<file path="config.mk">
export PLATFORM = sky130hd
export DESIGN_NAME = trig_capture
export DESIGN_NICKNAME = d
export VERILOG_FILES = /design/src/rtl/trig_capture_pkg.sv /design/src/rtl/trig_capture_match.sv /design/src/rtl/trig_capture_store.sv /design/src/rtl/trig_capture_ctrl.sv /design/src/rtl/trig_capture.sv
export SDC_FILE = /design/constraint.sdc
export NUM_CORES = 1
export LEC_CHECK = 0
export ABC_AREA = 1
export ABC_CLOCK_PERIOD_IN_PS = 6810
export CORE_MARGIN = 2
export CORE_UTILIZATION = 52
export DETAILED_ROUTE_END_ITERATION = 12
export DONT_BUFFER_PORTS = 1
export PLACE_DENSITY_LB_ADDON = 0.08
export SYNTH_ARGS = -nofsm -noshare
export SYNTH_HDL_FRONTEND = slang
export SYNTH_SLANG_ARGS = --single-unit
export TNS_END_PERCENT = 30
</file>
<file path="constraint.sdc">
create_clock -name clk -period 6.81 [get_ports clk]
set_clock_uncertainty 0.1 [all_clocks]
set_input_delay 0.3405 -clock clk [delete_from_list [all_inputs] [get_ports clk]]
set_output_delay 0.3405 -clock clk [all_outputs]
set_load 0.03 [all_outputs]
</file>
<file path="src/rtl/trig_capture_pkg.sv">
package trig_capture_pkg;

    typedef enum logic [2:0] {
        ST_IDLE,
        ST_FILL,
        ST_WATCH,
        ST_POST,
        ST_HALT
    } cap_state_t;

endpackage

</file>
<file path="src/rtl/trig_capture_match.sv">
module trig_capture_match #(
    parameter int CH = 8,
    localparam int SW = (CH > 1) ? $clog2(CH) : 1
) (
    input  logic          clk,
    input  logic          rst_n,
    input  logic          restart,
    input  logic          wr_en,
    input  logic [CH-1:0] samp,
    input  logic [CH-1:0] pat_level,
    input  logic [CH-1:0] pat_care,
    input  logic [SW-1:0] edge_ch,
    input  logic          edge_fall,
    input  logic          mode_edge,
    output logic          hit
);

    logic [CH-1:0] prev_samp;
    logic          prev_ok;
    logic [CH-1:0] lane_ok;
    logic          level_hit;
    logic          edge_hit;
    logic          old_bit;
    logic          new_bit;

    always_ff @(posedge clk) begin
        if (!rst_n) begin
            prev_samp <= '0;
            prev_ok   <= 1'b0;
        end else if (restart) begin
            prev_ok   <= 1'b0;
        end else if (wr_en) begin
            prev_samp <= samp;
            prev_ok   <= 1'b1;
        end
    end

    for (genvar i = 0; i < CH; i++) begin : g_lane
        assign lane_ok[i] = !pat_care[i] || (samp[i] == pat_level[i]);
    end

    always_comb begin
        level_hit = &lane_ok;
        old_bit   = prev_samp[edge_ch];
        new_bit   = samp[edge_ch];
        if (edge_fall) begin
            edge_hit = prev_ok && old_bit && !new_bit;
        end else begin
            edge_hit = prev_ok && !old_bit && new_bit;
        end
        hit = mode_edge ? edge_hit : level_hit;
    end

endmodule

</file>
<file path="src/rtl/trig_capture_store.sv">
module trig_capture_store #(
    parameter int CH = 8,
    parameter int AW = 4,
    localparam int DEPTH = 1 << AW
) (
    input  logic          clk,
    input  logic          rst_n,
    input  logic          restart,
    input  logic          wr_en,
    input  logic [CH-1:0] wr_data,
    input  logic [AW-1:0] rd_idx,
    output logic [CH-1:0] rd_data,
    output logic [AW-1:0] wr_ptr
);

    logic [CH-1:0] mem [DEPTH];
    logic [AW-1:0] rd_slot;

    always_ff @(posedge clk) begin
        if (!rst_n) begin
            wr_ptr <= '0;
        end else if (restart) begin
            wr_ptr <= '0;
        end else if (wr_en) begin
            wr_ptr <= wr_ptr + 1'b1;
        end
    end

    always_ff @(posedge clk) begin
        if (wr_en && !restart) begin
            mem[wr_ptr] <= wr_data;
        end
    end

    always_comb begin
        rd_slot = wr_ptr + rd_idx;
        rd_data = mem[rd_slot];
    end

endmodule

</file>
<file path="src/rtl/trig_capture_ctrl.sv">
module trig_capture_ctrl
    import trig_capture_pkg::*;
#(
    parameter int AW = 4,
    localparam logic [AW-1:0] LAST = '1
) (
    input  logic          clk,
    input  logic          rst_n,
    input  logic          arm,
    input  logic          arm_now,
    input  logic          hit,
    input  logic [AW-1:0] post_len,
    output logic          wr_en,
    output logic          restart,
    output logic          take_trig,
    output logic          done
);

    cap_state_t    st;
    cap_state_t    st_nxt;
    logic [AW-1:0] cnt;

    always_ff @(posedge clk) begin
        if (!rst_n) begin
            st <= ST_IDLE;
        end else begin
            st <= st_nxt;
        end
    end

    always_comb begin
        st_nxt = st;
        if (arm) begin
            st_nxt = arm_now ? ST_WATCH : ST_FILL;
        end else begin
            unique case (st)
                ST_IDLE:  st_nxt = ST_IDLE;
                ST_FILL:  if (cnt == LAST) st_nxt = ST_WATCH;
                ST_WATCH: if (hit) st_nxt = (post_len == '0) ? ST_HALT : ST_POST;
                ST_POST:  if (cnt == AW'(1)) st_nxt = ST_HALT;
                ST_HALT:  st_nxt = ST_HALT;
            endcase
        end
    end

    always_ff @(posedge clk) begin
        if (!rst_n) begin
            cnt <= '0;
        end else if (arm) begin
            cnt <= '0;
        end else begin
            unique case (st)
                ST_FILL:  cnt <= cnt + 1'b1;
                ST_WATCH: if (hit) cnt <= post_len;
                ST_POST:  cnt <= cnt - 1'b1;
                default:  cnt <= cnt;
            endcase
        end
    end

    always_comb begin
        restart   = arm;
        wr_en     = !arm && (st == ST_FILL || st == ST_WATCH || st == ST_POST);
        take_trig = !arm && (st == ST_WATCH) && hit;
        done      = (st == ST_HALT);
    end

endmodule

</file>
<file path="src/rtl/trig_capture.sv">
module trig_capture #(
    parameter int CH = 8,
    parameter int AW = 4,
    localparam int SW = (CH > 1) ? $clog2(CH) : 1
) (
    input  logic          clk,
    input  logic          rst_n,
    input  logic [CH-1:0] samp,
    input  logic [CH-1:0] pat_level,
    input  logic [CH-1:0] pat_care,
    input  logic [SW-1:0] edge_ch,
    input  logic          edge_fall,
    input  logic          mode_edge,
    input  logic [AW-1:0] post_len,
    input  logic          arm,
    input  logic          arm_now,
    output logic          done,
    output logic [AW-1:0] trig_slot,
    input  logic [AW-1:0] rd_idx,
    output logic [CH-1:0] rd_data
);

    logic          wr_en;
    logic          restart;
    logic          take_trig;
    logic          hit;
    logic [AW-1:0] wr_ptr;

    trig_capture_match #(.CH(CH)) u_match (
        .clk       (clk),
        .rst_n     (rst_n),
        .restart   (restart),
        .wr_en     (wr_en),
        .samp      (samp),
        .pat_level (pat_level),
        .pat_care  (pat_care),
        .edge_ch   (edge_ch),
        .edge_fall (edge_fall),
        .mode_edge (mode_edge),
        .hit       (hit)
    );

    trig_capture_store #(.CH(CH), .AW(AW)) u_store (
        .clk     (clk),
        .rst_n   (rst_n),
        .restart (restart),
        .wr_en   (wr_en),
        .wr_data (samp),
        .rd_idx  (rd_idx),
        .rd_data (rd_data),
        .wr_ptr  (wr_ptr)
    );

    trig_capture_ctrl #(.AW(AW)) u_ctrl (
        .clk       (clk),
        .rst_n     (rst_n),
        .arm       (arm),
        .arm_now   (arm_now),
        .hit       (hit),
        .post_len  (post_len),
        .wr_en     (wr_en),
        .restart   (restart),
        .take_trig (take_trig),
        .done      (done)
    );

    always_ff @(posedge clk) begin
        if (!rst_n) begin
            trig_slot <= '0;
        end else if (take_trig) begin
            trig_slot <= wr_ptr;
        end
    end

endmodule

</file>
After elaboration in Yosys (flattened, before gate mapping)

Memory sizes are Yosys's and may differ from the RTL's.
Index checks and enable logic that the tools add are counted.

Flip-flop bits (word level): 24
Bits in writable memories: 128
Output and inout port bits: 13
Logic and storage cells: 86
Memories kept: 1

$add $sub $neg: 4
Order comparisons: 1
Eq/ne operators: 18
Muxes and demuxes: 17
Bitwise operators: 2
Reductions and logical operators: 37

Memory list:

| memory      | words | bits a word | read ports | clocked after memory_dff | wr ports | line                     | text |
|---|---|---|---|---|---|---|---|
| u_store.mem | 16    | 8           | 1          | 0                        | 1        | trig_capture_store.sv:16 | `logic [CH-1:0] mem [DEPTH];` |

Operators with widths:

| operator                                                    | number |
|---|---|
| two-way mux 3 bit                                           | 5 |
| case mux 3 bit (5 select lines)                             | 1 |
| case mux 4 bit (3 select lines)                             | 1 |
| logical NOT 1 bit                                           | 11 |
| logical OR 1 bit                                            | 10 |
| != test 3 x 2 -> 1 bit (second input constant)              | 3 |
| adder 4 x 1 -> 4 bit (second input constant)                | 2 |
| == test 1 bit                                               | 8 |
| logical AND 1 bit                                           | 8 |
| AND reduction 8 bit                                         | 1 |
| binary-select mux 1 bit (select 3 bit)                      | 2 |
| == test 3 x 2 -> 1 bit (second input constant)              | 2 |
| two-way mux 1 bit                                           | 6 |
| adder 4 bit                                                 | 1 |
| == test 4 x 1 -> 1 bit (second input constant)              | 1 |
| == test 4 bit (second input constant)                       | 1 |
| logical NOT 4 bit                                           | 1 |
| less-than comparator 3 x 4 -> 1 bit (second input constant) | 1 |
| two-way mux 4 bit                                           | 1 |
| AND reduction 2 bit                                         | 2 |
| subtractor 4 x 1 -> 4 bit (second input constant)           | 1 |
| == test 3 x 1 -> 1 bit (second input constant)              | 1 |
| == test 3 bit (second input constant)                       | 1 |
| logical NOT 3 bit                                           | 1 |
| 6 further kinds                                             | 7 |

Depth between registers and ports, before layout

Gate-level depths: netlist (run 1).

Depth in word-level cells: 10
Mapped depth: 15
Depth with buffers taken out: 14

By module

From an unflattened synthesis (run 1), not the netlist that was laid out.

Cell total of the unflattened synthesis: 889
Area, all modules: 7567.3 um2

By module, submodules not included:

| module             | times used | cells each | area an instance (um2) | seq. area each (um2) |
|---|---|---|---|---|
| trig_capture_store | 1          | 646        | 6074.6                 | 3923.8 |
| trig_capture_match | 1          | 116        | 693.2                  | 180.2 |
| trig_capture_ctrl  | 1          | 102        | 633.1                  | 140.1 |
| trig_capture       | 1          | 25         | 166.4                  | 80.1 |

Worst setup path after synthesis (run 1)

Ideal clock, no wire load.

Path type: register -> output
Start point: register u_store.wr_ptr[0]
End point: output rd_data[5]
Arrival: 2500 ps
Required time: 6369 ps
Slack: 3869 ps
Stages on the path, launching flop included: 12
Buffers on the path: 2
Path through: dfxtp_1 ha_1 inv_1 fa_1 buf_2 clkbuf_1 o21ai_0 o32ai_1 inv_1 o21ai_0 nor2_1 a31oi_1

Longest elaborated chain between the ends: 2

Ends and longest elaborated chain:

| element                  | line                     | text |
|---|---|---|
| start: declaration       | trig_capture_store.sv:13 | `output logic [AW-1:0] wr_ptr` |
| start signal: assignment | trig_capture_store.sv:25 | `wr_ptr <= wr_ptr + 1'b1;` |
| adder 4 bit              | trig_capture_store.sv:36 | `rd_slot = wr_ptr + rd_idx;` |
| memory (16 x 8 bit)      | -                        |  |
| end: declaration         | trig_capture.sv:20       | `output logic [CH-1:0] rd_data` |

No other way between the ends.

Final worst setup path (run 1)

Start point: register u_store.wr_ptr[0]
End point: output rd_data[3]

Same word-level chain as after synthesis.

==> results.md, run 1 <==
* Internal power at 0.001643 W
* R2R Path End: u_store.mem[3][2]
* Pwr Density at 290.8 nW/um^2
* Post-synthesis cell count at 645
* Total of max-cap violations at 0
* IO Count at 54
* Total power at 0.002199 W
* Maximum VDD drop at 146.0 uV
* Cell area after synthesis at 6827 sq um
* Area of the multi-input gates at 2218 sq um
* Drt first-iter violations at 500
* Kind of critical path: flop to output pin
* Tcrit/Tclk final at 60.01%
* Worst-path cell chain: ha_2 > buf_4 > clkinv_2 > nor2_1 > o32ai_1 > nand2_1 > o21ai_1 > nor2_1 > a31oi_1
* Worst-path fanout max at 65
* Startpoint types: flop
* Starting density of the core at 53.66%
* Gr ovfl total at 0
* Global-route wire length before repair at 24.16 mm
* Worst slew pin tran at 1011 ps
* Hold depth at 2
* Clk buf depth at 2
* Data arrival time of the critical path at 3650 ps
* Die X at 118.6 microns
* Status: finished clean
* H-tree Lvls at 4
* Filler cell count at 1071
* Delay-heaviest family, CP: compound AO/OA/AOI/OAI gates
* # DRC at 0
* Final hold violations at 0
* Crit end category: output pin
* Clock latency on the worst-skew pair at 420 ps
* Area Overhead vs Synth at 10.78%
* Post-synth EDFFs at 128
* Flop pwr share at 47.0%
* Critical Path RT at 6370 ps
* CP bufs+invs at 2
* Comb pwr share at 13.4%
* Sw frac at 25.26%
* DRT antenna net count at 0
* Die H at 118.6 microns
* Final setup TNS at 0 ps
* Hold EP: u_match.prev_samp[7]
* Psw at 0.0005554 W
* Num CTS Buffers at 17
* CTS clk-pin slew, worst paths at 60 ps
* Average wire per standard cell at 18.29 microns
* RSZ-0062 raised after global routing: false
* Clock sinks at 152
* Worst hold-check path type: primary input to flop
* Slowest-stage cell, CP: clkinv_2
* TritonCTS clock tree: built
* Post-synthesis sequential area ratio at 63.34%
* Main synth FF type: edfxtp_1
* Warning count from the yosys run at 0
* R2R Setup Slk at 4450 ps
* Synthesized area per cell at 10.58 sq um
* Pre-Repair DR Iteration Count at 7
* Post-layout net count at 699
* Reg2Reg Depth at 6
* Overall global routing resource usage at 22.72%
* Root buf cell: clkbuf_16
* Hold path start: samp[7]
* Slew HR at 32.09%
* Vias per inst at 5.661
* FFs w/ async S/R, synth at 0%
* Tmin final at 4087 ps
* Syn_nets at 697
* Synthesized flop and latch total at 152
* Max Transition Viols Final at 0
* Vias in the first global route at 4539
* Port Buffers at 0
* # rows at 41
* P_leak at 2.621 nW
* Most common cell on crit path: nor2_1
* Initial antenna violation count at 0
* Post-cts resize count at 0
* Routed WL at 15.22 mm
* Crit-path max cell delay at 700 ps
* Clock Power Share at 39.6%
* Final HPWL DP at 9.252 mm
* Final setup fails at 0
* Maximum clock frequency at 244.7 MHz
* Reg-to-Reg Start: u_ctrl.st[0]
* Netlist cell types at 39
* Share of cells above drive strength 1 at 8.485%
* Die Area at 14060 sq um
* FF/Latch Area at 4324 sq um
* Core area at 12720 sq um
* ANT cells at 0
* Setup bufs post-CTS at 0
* Detailed-route via count at 4710
* Largest net degree at the start of global routing at 66
* Final Wtd Congestion at 0.8722
Yosys cell counts, types with 10 or more instances:
library cell,count,area (sq um)
ha_1,10,125.1
nand2_1,78,292.8
nand3_1,30,150.1
clkbuf_1,12,45.04
a21oi_1,21,105.1
inv_1,33,123.9
edfxtp_1,128,3844
dfxtp_1,24,480.5
nor2_1,141,529.3
o21ai_0,50,250.2
o32ai_1,32,280.3
registers in the layout (all words and copies together), names as in the netlist:
register           flops
u_ctrl.cnt             4
u_ctrl.st              3
u_store.mem          128
u_match.prev_samp      8
trig_slot              4
u_match.prev_ok        1
u_store.wr_ptr         4
power by group through the flow:
stage	sequential (W)	clock, W	combinational [W]
CTS	0.00103	0.000882	0.000294
finish	0.00103	0.000872	0.000294
global route	0.00104	0.000921	0.000331
global placement	0.00105	0	0.000273
detailed placement	0.00105	0	0.000276
floorplan	0.00105	0	0.000231
timing repair:
action / in CTS / in global routing
hold buffers: 9 / 0
setup endpoints to repair: 0 / 0
endpoints found under the hold margin: 138 / 0
layout by cell type (no fill, tap or decap), types with 9 or more instances in the layout:
master / instances
nor2_1: 141
edfxtp_1: 128
nand2_1: 78
o21ai_0: 50
inv_1: 33
o32ai_1: 32
nand3_1: 30
dfxtp_1: 24
a21oi_1: 21
clkbuf_16: 17
ha_1: 9
dlygate4sd3_1: 9
cells by family after synthesis:
| family | share of synthesized area, % |
|---|---|
| AND/OR/NAND/NOR | 17.54 |
| flip-flops | 63.34 |
| AO/OA/AOI/OAI | 11.47 |
| buffers and inverters | 4.509 |
| adder cells (fa/ha/maj) | 2.126 |
| XOR/XNOR | 1.008 |
layer usage:
layer / part of all wire (%) / up-vias / global-route usage (%) / wire length (microns)
li1: - / 2276 / - / -
met1: 43 / 2247 / 30.20 / 6528
met4: 0.99 / 0 / 8.036 / 151
met5: 0 / - / 0 / 0
met3: 8.1 / 16 / 6.226 / 1226
met2: 48 / 171 / 35.96 / 7309
through the flow:
stage	hold WS, ps	instances	utilization, %	setup WS, ps	instance area (sq um)
3_5_place_dp	340.6	791	54.45	3188	6927
3_3_place_gp	340.6	791	54.45	3237	6927
6_report	22.73	832	59.44	2723	7562
2_1_floorplan	329.3	645	-	3869	6827
4_1_cts	11.32	832	59.44	2731	7562
5_1_grt	19.88	832	59.44	2455	7562
area by class of cell:
type / count / share of cell area [%]
inverters: 40 / 2.035
well taps: 172 / 2.846
multi-input cells: 425 / 29.33
flip-flops and latches: 152 / 57.18
repair buffers: 11 / 1.390
clock inverters: 12 / 1.439
clock buffers: 20 / 5.774
worst max-delay path by stage:
| stage | depth (start not counted) | slack (ps) | to | from |
|---|---|---|---|---|
| 6_report | 9 | 2720 | rd_data[3] | u_store.wr_ptr[0] |
| 5_1_grt | 7 | 2460 | rd_data[1] | u_store.wr_ptr[0] |
| 4_1_cts | 9 | 2730 | rd_data[2] | u_store.wr_ptr[0] |
| 3_5_place_dp | 9 | 3190 | rd_data[2] | u_store.wr_ptr[0] |
| 3_3_place_gp | 9 | 3240 | rd_data[4] | u_store.wr_ptr[0] |
| 2_1_floorplan | 11 | 3870 | rd_data[5] | u_store.wr_ptr[0] |
Note: power is estimated with default switching activity, not from simulation.
==> inputs of run 2 (changes only) <==
--- a/config.mk
+++ b/config.mk
@@ -6,7 +6,7 @@
 export NUM_CORES = 1
 export LEC_CHECK = 0
 export ABC_AREA = 1
-export ABC_CLOCK_PERIOD_IN_PS = 6810
+export ABC_CLOCK_PERIOD_IN_PS = 3850
 export CORE_MARGIN = 2
 export CORE_UTILIZATION = 52
 export DETAILED_ROUTE_END_ITERATION = 12
==> constraint.sdc (replaced) <==
create_clock -name clk -period 3.85 [get_ports clk]
set_clock_uncertainty 0.1 [all_clocks]
set_input_delay 0.1925 -clock clk [delete_from_list [all_inputs] [get_ports clk]]
set_output_delay 0.1925 -clock clk [all_outputs]
set_load 0.03 [all_outputs]
==> results.md, run 2 (synthesis gave the netlist of run 1 again) <==
* Status: finished clean
* Tcrit/Tclk final at 92.54%
* Data arrival time of the critical path at 3270 ps (-380 ps)
* Final setup fails at 0 (unchanged)
* Largest net degree at the start of global routing at 65 (-1.5%)
* Slowest-stage cell, CP: fa_2
* CP bufs+invs at 3 (+1)
* Worst-path cell chain: ha_2 > inv_1 > fa_2 > buf_4 > o21ai_0 > o32ai_1 > nand2_1 > a31oi_1 > buf_4
* Vias in the first global route at 4611 (+1.6%)
* Worst slew pin tran at 982.6 ps (-28.27 ps)
* Sw frac at 25.05% (-0.21 points)
* Worst-path fanout max at 29 (-55%)
* DRT antenna net count at 0 (unchanged)
* Kind of critical path: flop to output pin
* Filler cell count at 1081 (+0.93%)
* Final setup TNS at 0 ps (unchanged)
* Initial antenna violation count at 0 (unchanged)
* IO Count at 54 (unchanged)
* Die X at 118.6 microns (unchanged)
* Slew HR at 33.99% (+1.9 points)
* Total of max-cap violations at 0 (unchanged)
* Worst hold-check path type: primary input to flop
* Drt first-iter violations at 392 (-22%)
* Vias per inst at 5.631 (-0.54%)
* Maximum VDD drop at 317.0 uV (+120%)
* Most common cell on crit path: buf_4
* Clock latency on the worst-skew pair at 410 ps (about the same)
* Comb pwr share at 14.0% (+0.6 points)
* Max FFs per register at 128 (unchanged)
* Root buf cell: clkbuf_16
* Global-route wire length before repair at 24.83 mm (+2.8%)
* Critical Path RT at 3560 ps (-2810 ps)
* Clock Power Share at 41.6% (+2.0 points)
* Final HPWL DP at 9.777 mm (+5.7%)
* Maximum clock frequency at 280.7 MHz
* Pwr Density at 528.4 nW/um^2 (+82%)
* H-tree Lvls at 4 (unchanged)
* Average wire per standard cell at 18.76 microns (+2.6%)
* Total power at 0.004115 W (+87%)
* Die Area at 14060 sq um (unchanged)
* Startpoint types: flop
* Crit end category: output pin
* Most common cell after layout, fill and taps aside: nor2_1
* CTS clk-pin slew, worst paths at 60 ps (about the same)
* Routed WL at 16.01 mm (+5.2%)
* Num CTS Buffers at 17 (unchanged)
* # rows at 41 (unchanged)
* Port Buffers at 0 (unchanged)
* # DRC at 0 (unchanged)
* Internal power at 0.003084 W (+88%)
* Final hold violations at 0 (unchanged)
* Flop pwr share at 44.4% (-2.6 points)
* Tmin final at 3563 ps
* Delay-heaviest family, CP: adder cells
* Clk buf depth at 2 (unchanged)
* Post-cts resize count at 0 (unchanged)
* Die H at 118.6 microns (unchanged)
* Crit-path max cell delay at 820 ps (+120 ps)
* Core area at 12720 sq um (unchanged)
* Starting density of the core at 53.66% (unchanged)
* Gr ovfl total at 0 (unchanged)
* Post-layout net count at 719 (+2.9%)
* Clock sinks at 152 (unchanged)
* RSZ-0062 raised after global routing: false
* Most flops, register: u_store.mem
* Share of cells above drive strength 1 at 10.88% (+2.4 points)
* Pre-Repair DR Iteration Count at 5 (-2)
* Overall global routing resource usage at 23.32% (+0.60 points)
* Max Transition Viols Final at 0 (unchanged)
* Psw at 0.001031 W (+86%)
* P_leak at 2.735 nW (+4.4%)
* Area Overhead vs Synth at 14.09%
* Commonest non-fill, non-tap cells in the layout: 141 x nor2_1, 128 x edfxtp_1, 78 x nand2_1, 50 x o21ai_0, 33 x inv_1
* Top Registers: u_store.mem: 128 flops, u_match.prev_samp: 8 flops
* Final Wtd Congestion at 0.8428 (-3.4%)
* Detailed-route via count at 4803 (+2.0%)
* TritonCTS clock tree: built
[run 2: changes by cell type in the layout (fill, tap and decap cells not counted), moves of 2 or more]
cell and change:
buf_4 +14, bufinv_16 +2, clkbuf_1 -2, clkinv_2 -3, clkinvlp_4 +3, dlygate4sd3_1 +5
[run 2: final cells by class]
| class | instances | area [sq um] | area share [%] |
|---|---|---|---|
| antenna | 1 | 2.502 | 0.03213 |
| tap | 172 | 215.2 | 2.763 |
| inverter | 40 | 153.9 | 1.976 |
| multi-input combinational | 425 | 2207 | 28.34 |
| clock inverter | 14 | 181.4 | 2.329 |
| sequential | 152 | 4324 | 55.52 |
| timing repair buffer | 31 | 275.3 | 3.534 |
| clock buffer | 18 | 429.2 | 5.510 |
[run 2: worst min-delay path, delay by kind of cell]
family | cells | cell delay [ps]
simple gates | 5 | 280
[run 2: what timing repair did]
action                                  CTS  global route
hold buffers                             14             0
buffers inserted                          0             1
hold endpoints to repair                149             0
endpoints found under the setup margin    0             5
[run 2: routing by layer]
layer	track usage, %	part of all wire, %	up-vias
met1	31.27	44	2292
li1	-	-	2308
met3	6.757	7.5	19
met5	0	0	-
met2	37.10	47	184
met4	6.622	1.6	0
[run 2: power groups by stage]
| stage | Clock [W] | Combinational [W] | Sequential [W] |
|---|---|---|---|
| 6_report | 0.00171 | 0.000575 | 0.00183 |
| 5_1_grt | 0.00180 | 0.000639 | 0.00183 |
| 4_1_cts | 0.00173 | 0.000570 | 0.00183 |
| 3_5_place_dp | 0 | 0.000528 | 0.00186 |
| 3_3_place_gp | 0 | 0.000519 | 0.00186 |
| 2_1_floorplan | 0 | 0.000408 | 0.00186 |
[run 2: path summary, 6_finish.rpt]
kind                                           start                    to  slack, ps  depth (start not counted)
worst min-delay path                     post_len[2]          u_ctrl.st[2]         20                          5
worst max register to register          u_ctrl.st[0]    u_store.mem[14][7]       1540                          6
worst max-delay path               u_store.wr_ptr[0]            rd_data[6]        290                          9
worst min register to register  u_match.prev_samp[0]  u_match.prev_samp[0]        360                          2
[run 2: metrics by stage]
stage	util, %	worst slack (ps)	cell area (sq um)	hold WS (ps)	instances
final	61.22	287.2	7789	19.86	853
after global routing	61.20	114.0	7786	48.68	852
after CTS	61.08	127.7	7771	8.787	851
after detailed placement	55.18	552.5	7020	192.9	805
after global placement	55.18	684.4	7020	192.7	805
after floorplan	-	1057	6827	191.4	645
==> inputs of run 3 (changes only) <==
--- a/config.mk
+++ b/config.mk
@@ -9,9 +9,12 @@
 export ABC_CLOCK_PERIOD_IN_PS = 3850
 export CORE_MARGIN = 2
 export CORE_UTILIZATION = 52
+export CTS_BUF_LIST = sky130_fd_sc_hd__clkbuf_4 sky130_fd_sc_hd__clkbuf_8 sky130_fd_sc_hd__clkbuf_16
+export CTS_CLUSTER_DIAMETER = 30
 export DETAILED_ROUTE_END_ITERATION = 12
 export DONT_BUFFER_PORTS = 1
 export PLACE_DENSITY_LB_ADDON = 0.08
+export REMOVE_ABC_BUFFERS = 1
 export SYNTH_ARGS = -nofsm -noshare
 export SYNTH_HDL_FRONTEND = slang
 export SYNTH_SLANG_ARGS = --single-unit
==> results.md, run 3 (synthesis gave the netlist of run 1 again) <==
* Port Buffers at 0 (unchanged)
* Share of cells above drive strength 1 at 10.87% (-0.016 points)
* CTS clk-pin slew, worst paths at 60 ps (about the same)
* Reg2Reg Depth at 11 (+5)
* Tmin final at 3452 ps (-111.3 ps)
* Startpoint types: flop
* Maximum VDD drop at 253.0 uV (-20%)
* Final hold violations at 0 (unchanged)
* Num CTS Buffers at 17 (unchanged)
* Starting density of the core at 53.66% (unchanged)
* Commonest non-fill, non-tap cells in the layout: 141 x nor2_1, 128 x edfxtp_1, 78 x nand2_1, 50 x o21ai_0, 33 x inv_1
* Pre-Repair DR Iteration Count at 5 (unchanged)
* Worst slew pin tran at 1116 ps (+133.7 ps)
* Area Overhead vs Synth at 13.49%
* Critical Path RT at 3560 ps (about the same)
* R2R Path End: u_ctrl.st[0]
* Post-cts resize count at 0 (unchanged)
* Top Registers: u_store.mem: 128 flops, u_match.prev_samp: 8 flops
* Largest net degree at the start of global routing at 65 (unchanged)
* Final setup TNS at 0 ps (unchanged)
* Die H at 118.6 microns (unchanged)
* Total power at 0.003977 W (-3.4%)
* IO Count at 54 (unchanged)
* Post-layout util at 60.90% (-0.32 points)
* Detailed-route via count at 4740 (-1.3%)
* Setup bufs post-CTS at 0 (unchanged)
* Maximum clock frequency at 289.7 MHz (+3.2%)
* Die X at 118.6 microns (unchanged)
* Kind of critical path: flop to output pin
* CP Capture Point: rd_data[3]
* Total of max-cap violations at 0 (unchanged)
* Post-layout net count at 720 (+0.14%)
* R2R Setup Slk at 1120 ps (-420 ps)
* Overall global routing resource usage at 23.09% (-0.23 points)
* Initial antenna violation count at 1 (+1)
* Most flops, register: u_store.mem
* DRT antenna net count at 0 (unchanged)
* Worst hold-check path type: primary input to flop
* Core area at 12720 sq um (unchanged)
* Status: finished clean
* Vias in the first global route at 4486 (-2.7%)
* # DRC at 0 (unchanged)
* Global-route wire length before repair at 24.25 mm (-2.4%)
* Filler cell count at 1083 (+0.19%)
* Placed inst area at 7020 sq um (unchanged)
* Tcrit/Tclk final at 89.65% (-2.9 points)
* Final HPWL DP at 9.757 mm (-0.21%)
* Clock latency on the worst-skew pair at 430 ps (+20 ps)
* Pwr Density at 513.4 nW/um^2 (-2.8%)
* Gr ovfl total at 0 (unchanged)
* Clk buf depth at 2 (unchanged)
* Routed WL at 15.58 mm (-2.7%)
* Finished Cell Area at 7747 sq um (-0.53%)
* RSZ-0062 raised after global routing: false
* Final Wtd Congestion at 0.8321 (-1.3%)
* Clock sinks at 152 (unchanged)
* Worst-path fanout max at 16 (-45%)
* Max Transition Viols Final at 0 (unchanged)
* # rows at 41 (unchanged)
* ANT cells at 0 (-1)
* Worst hold margin at 24.97 ps (+5.113 ps)
* Die Area at 14060 sq um (unchanged)
* Root buf cell: clkbuf_16
* P_leak at 2.732 nW (-0.11%)
* Crit end category: output pin
* Data arrival time of the critical path at 3160 ps (-110 ps)
* Drt first-iter violations at 381 (-2.8%)
* Slew HR at 25.30% (-8.7 points)
* Reg-to-Reg Start: u_ctrl.st[1]
* Final setup fails at 0 (unchanged)
* H-tree Lvls at 4 (unchanged)
* Most common cell after layout, fill and taps aside: nor2_1
* Vias per inst at 5.557 (-1.3%)
* Max FFs per register at 128 (unchanged)
* Worst setup path startpoint: u_store.wr_ptr[0]
* Average wire per standard cell at 18.26 microns (-2.7%)
* TritonCTS clock tree: built
==> run 3: cell count changes in the layout (fill, tap and decap cells not counted) <==
cell | before | now
dlygate4sd3_1 | 14 | 16
clkbuf_1 | 1 | 0
clkinvlp_4 | 4 | 1
clkbuf_4 | 0 | 5
diode_2 | 1 | 0
clkinv_2 | 4 | 5
buf_8 | 1 | 0
bufinv_16 | 4 | 2
==> run 3: final cells by class <==
| cell class | count | area, sq um | share of cell area (%) |
|---|---|---|---|
| Clock buffer | 22 | 462.9 | 5.975 |
| Clock inverter | 10 | 103.9 | 1.340 |
| Inverter | 40 | 153.9 | 1.986 |
| Multi-Input combinational cell | 425 | 2207 | 28.49 |
| Sequential cell | 152 | 4324 | 55.81 |
| Tap cell | 172 | 215.2 | 2.778 |
| Timing Repair Buffer | 32 | 280.3 | 3.618 |
==> run 3: how the worst min path moves through the flow <==
stage | from | slack (ps) | cells past startpoint | end
final | post_len[2] | 20 | 5 | u_ctrl.st[2]
after global routing | post_len[2] | 70 | 5 | u_ctrl.st[2]
after global placement | samp[6] | 190 | 0 | u_store.mem[9][6]
after floorplan | samp[0] | 190 | 0 | u_store.mem[0][0]
after CTS | post_len[2] | 10 | 5 | u_ctrl.st[2]
after detailed placement | samp[6] | 190 | 0 | u_store.mem[9][6]
==> run 3: repair_timing <==
| action | in CTS | in global routing |
|---|---|---|
| setup endpoints to repair | 0 | 0 |
| hold buffers | 16 | 0 |
| endpoints found under the hold margin | 150 | 0 |
==> run 3: report_power, final <==
part           total [W]  switching [W]  internal, W
Clock            0.00159       0.000612     0.000979
Combinational   0.000557       0.000364     0.000193
Sequential       0.00183      0.0000167      0.00181
==> run 3: per-stage QoR <==
step,instances,setup WS (ps)
2_1_floorplan,617,400.6
3_3_place_gp,805,919.6
3_5_place_dp,805,844.7
4_1_cts,853,378.7
5_1_grt,853,160.1
6_report,853,398.5
==> run 3: worst max-delay path, cell delays in order (launching register included) <==
cell and delay (ps):
dfxtp_1 480, ha_2 240, inv_1 60, fa_2 700, buf_4 260, o21ai_0 120
o32ai_1 160, nand2_1 80, o21ai_1 110, nor2_1 80, a31oi_1 240, buf_4 200
==> run 3: layer usage <==
metal / up-vias / GRT usage [%] / wire length, microns
met2: 157 / 36.46 / 7406
met1: 2241 / 29.55 / 6639
met5: - / 0 / 13
met3: 30 / 7.191 / 1138
li1: 2310 / - / -
met4: 2 / 9.673 / 379
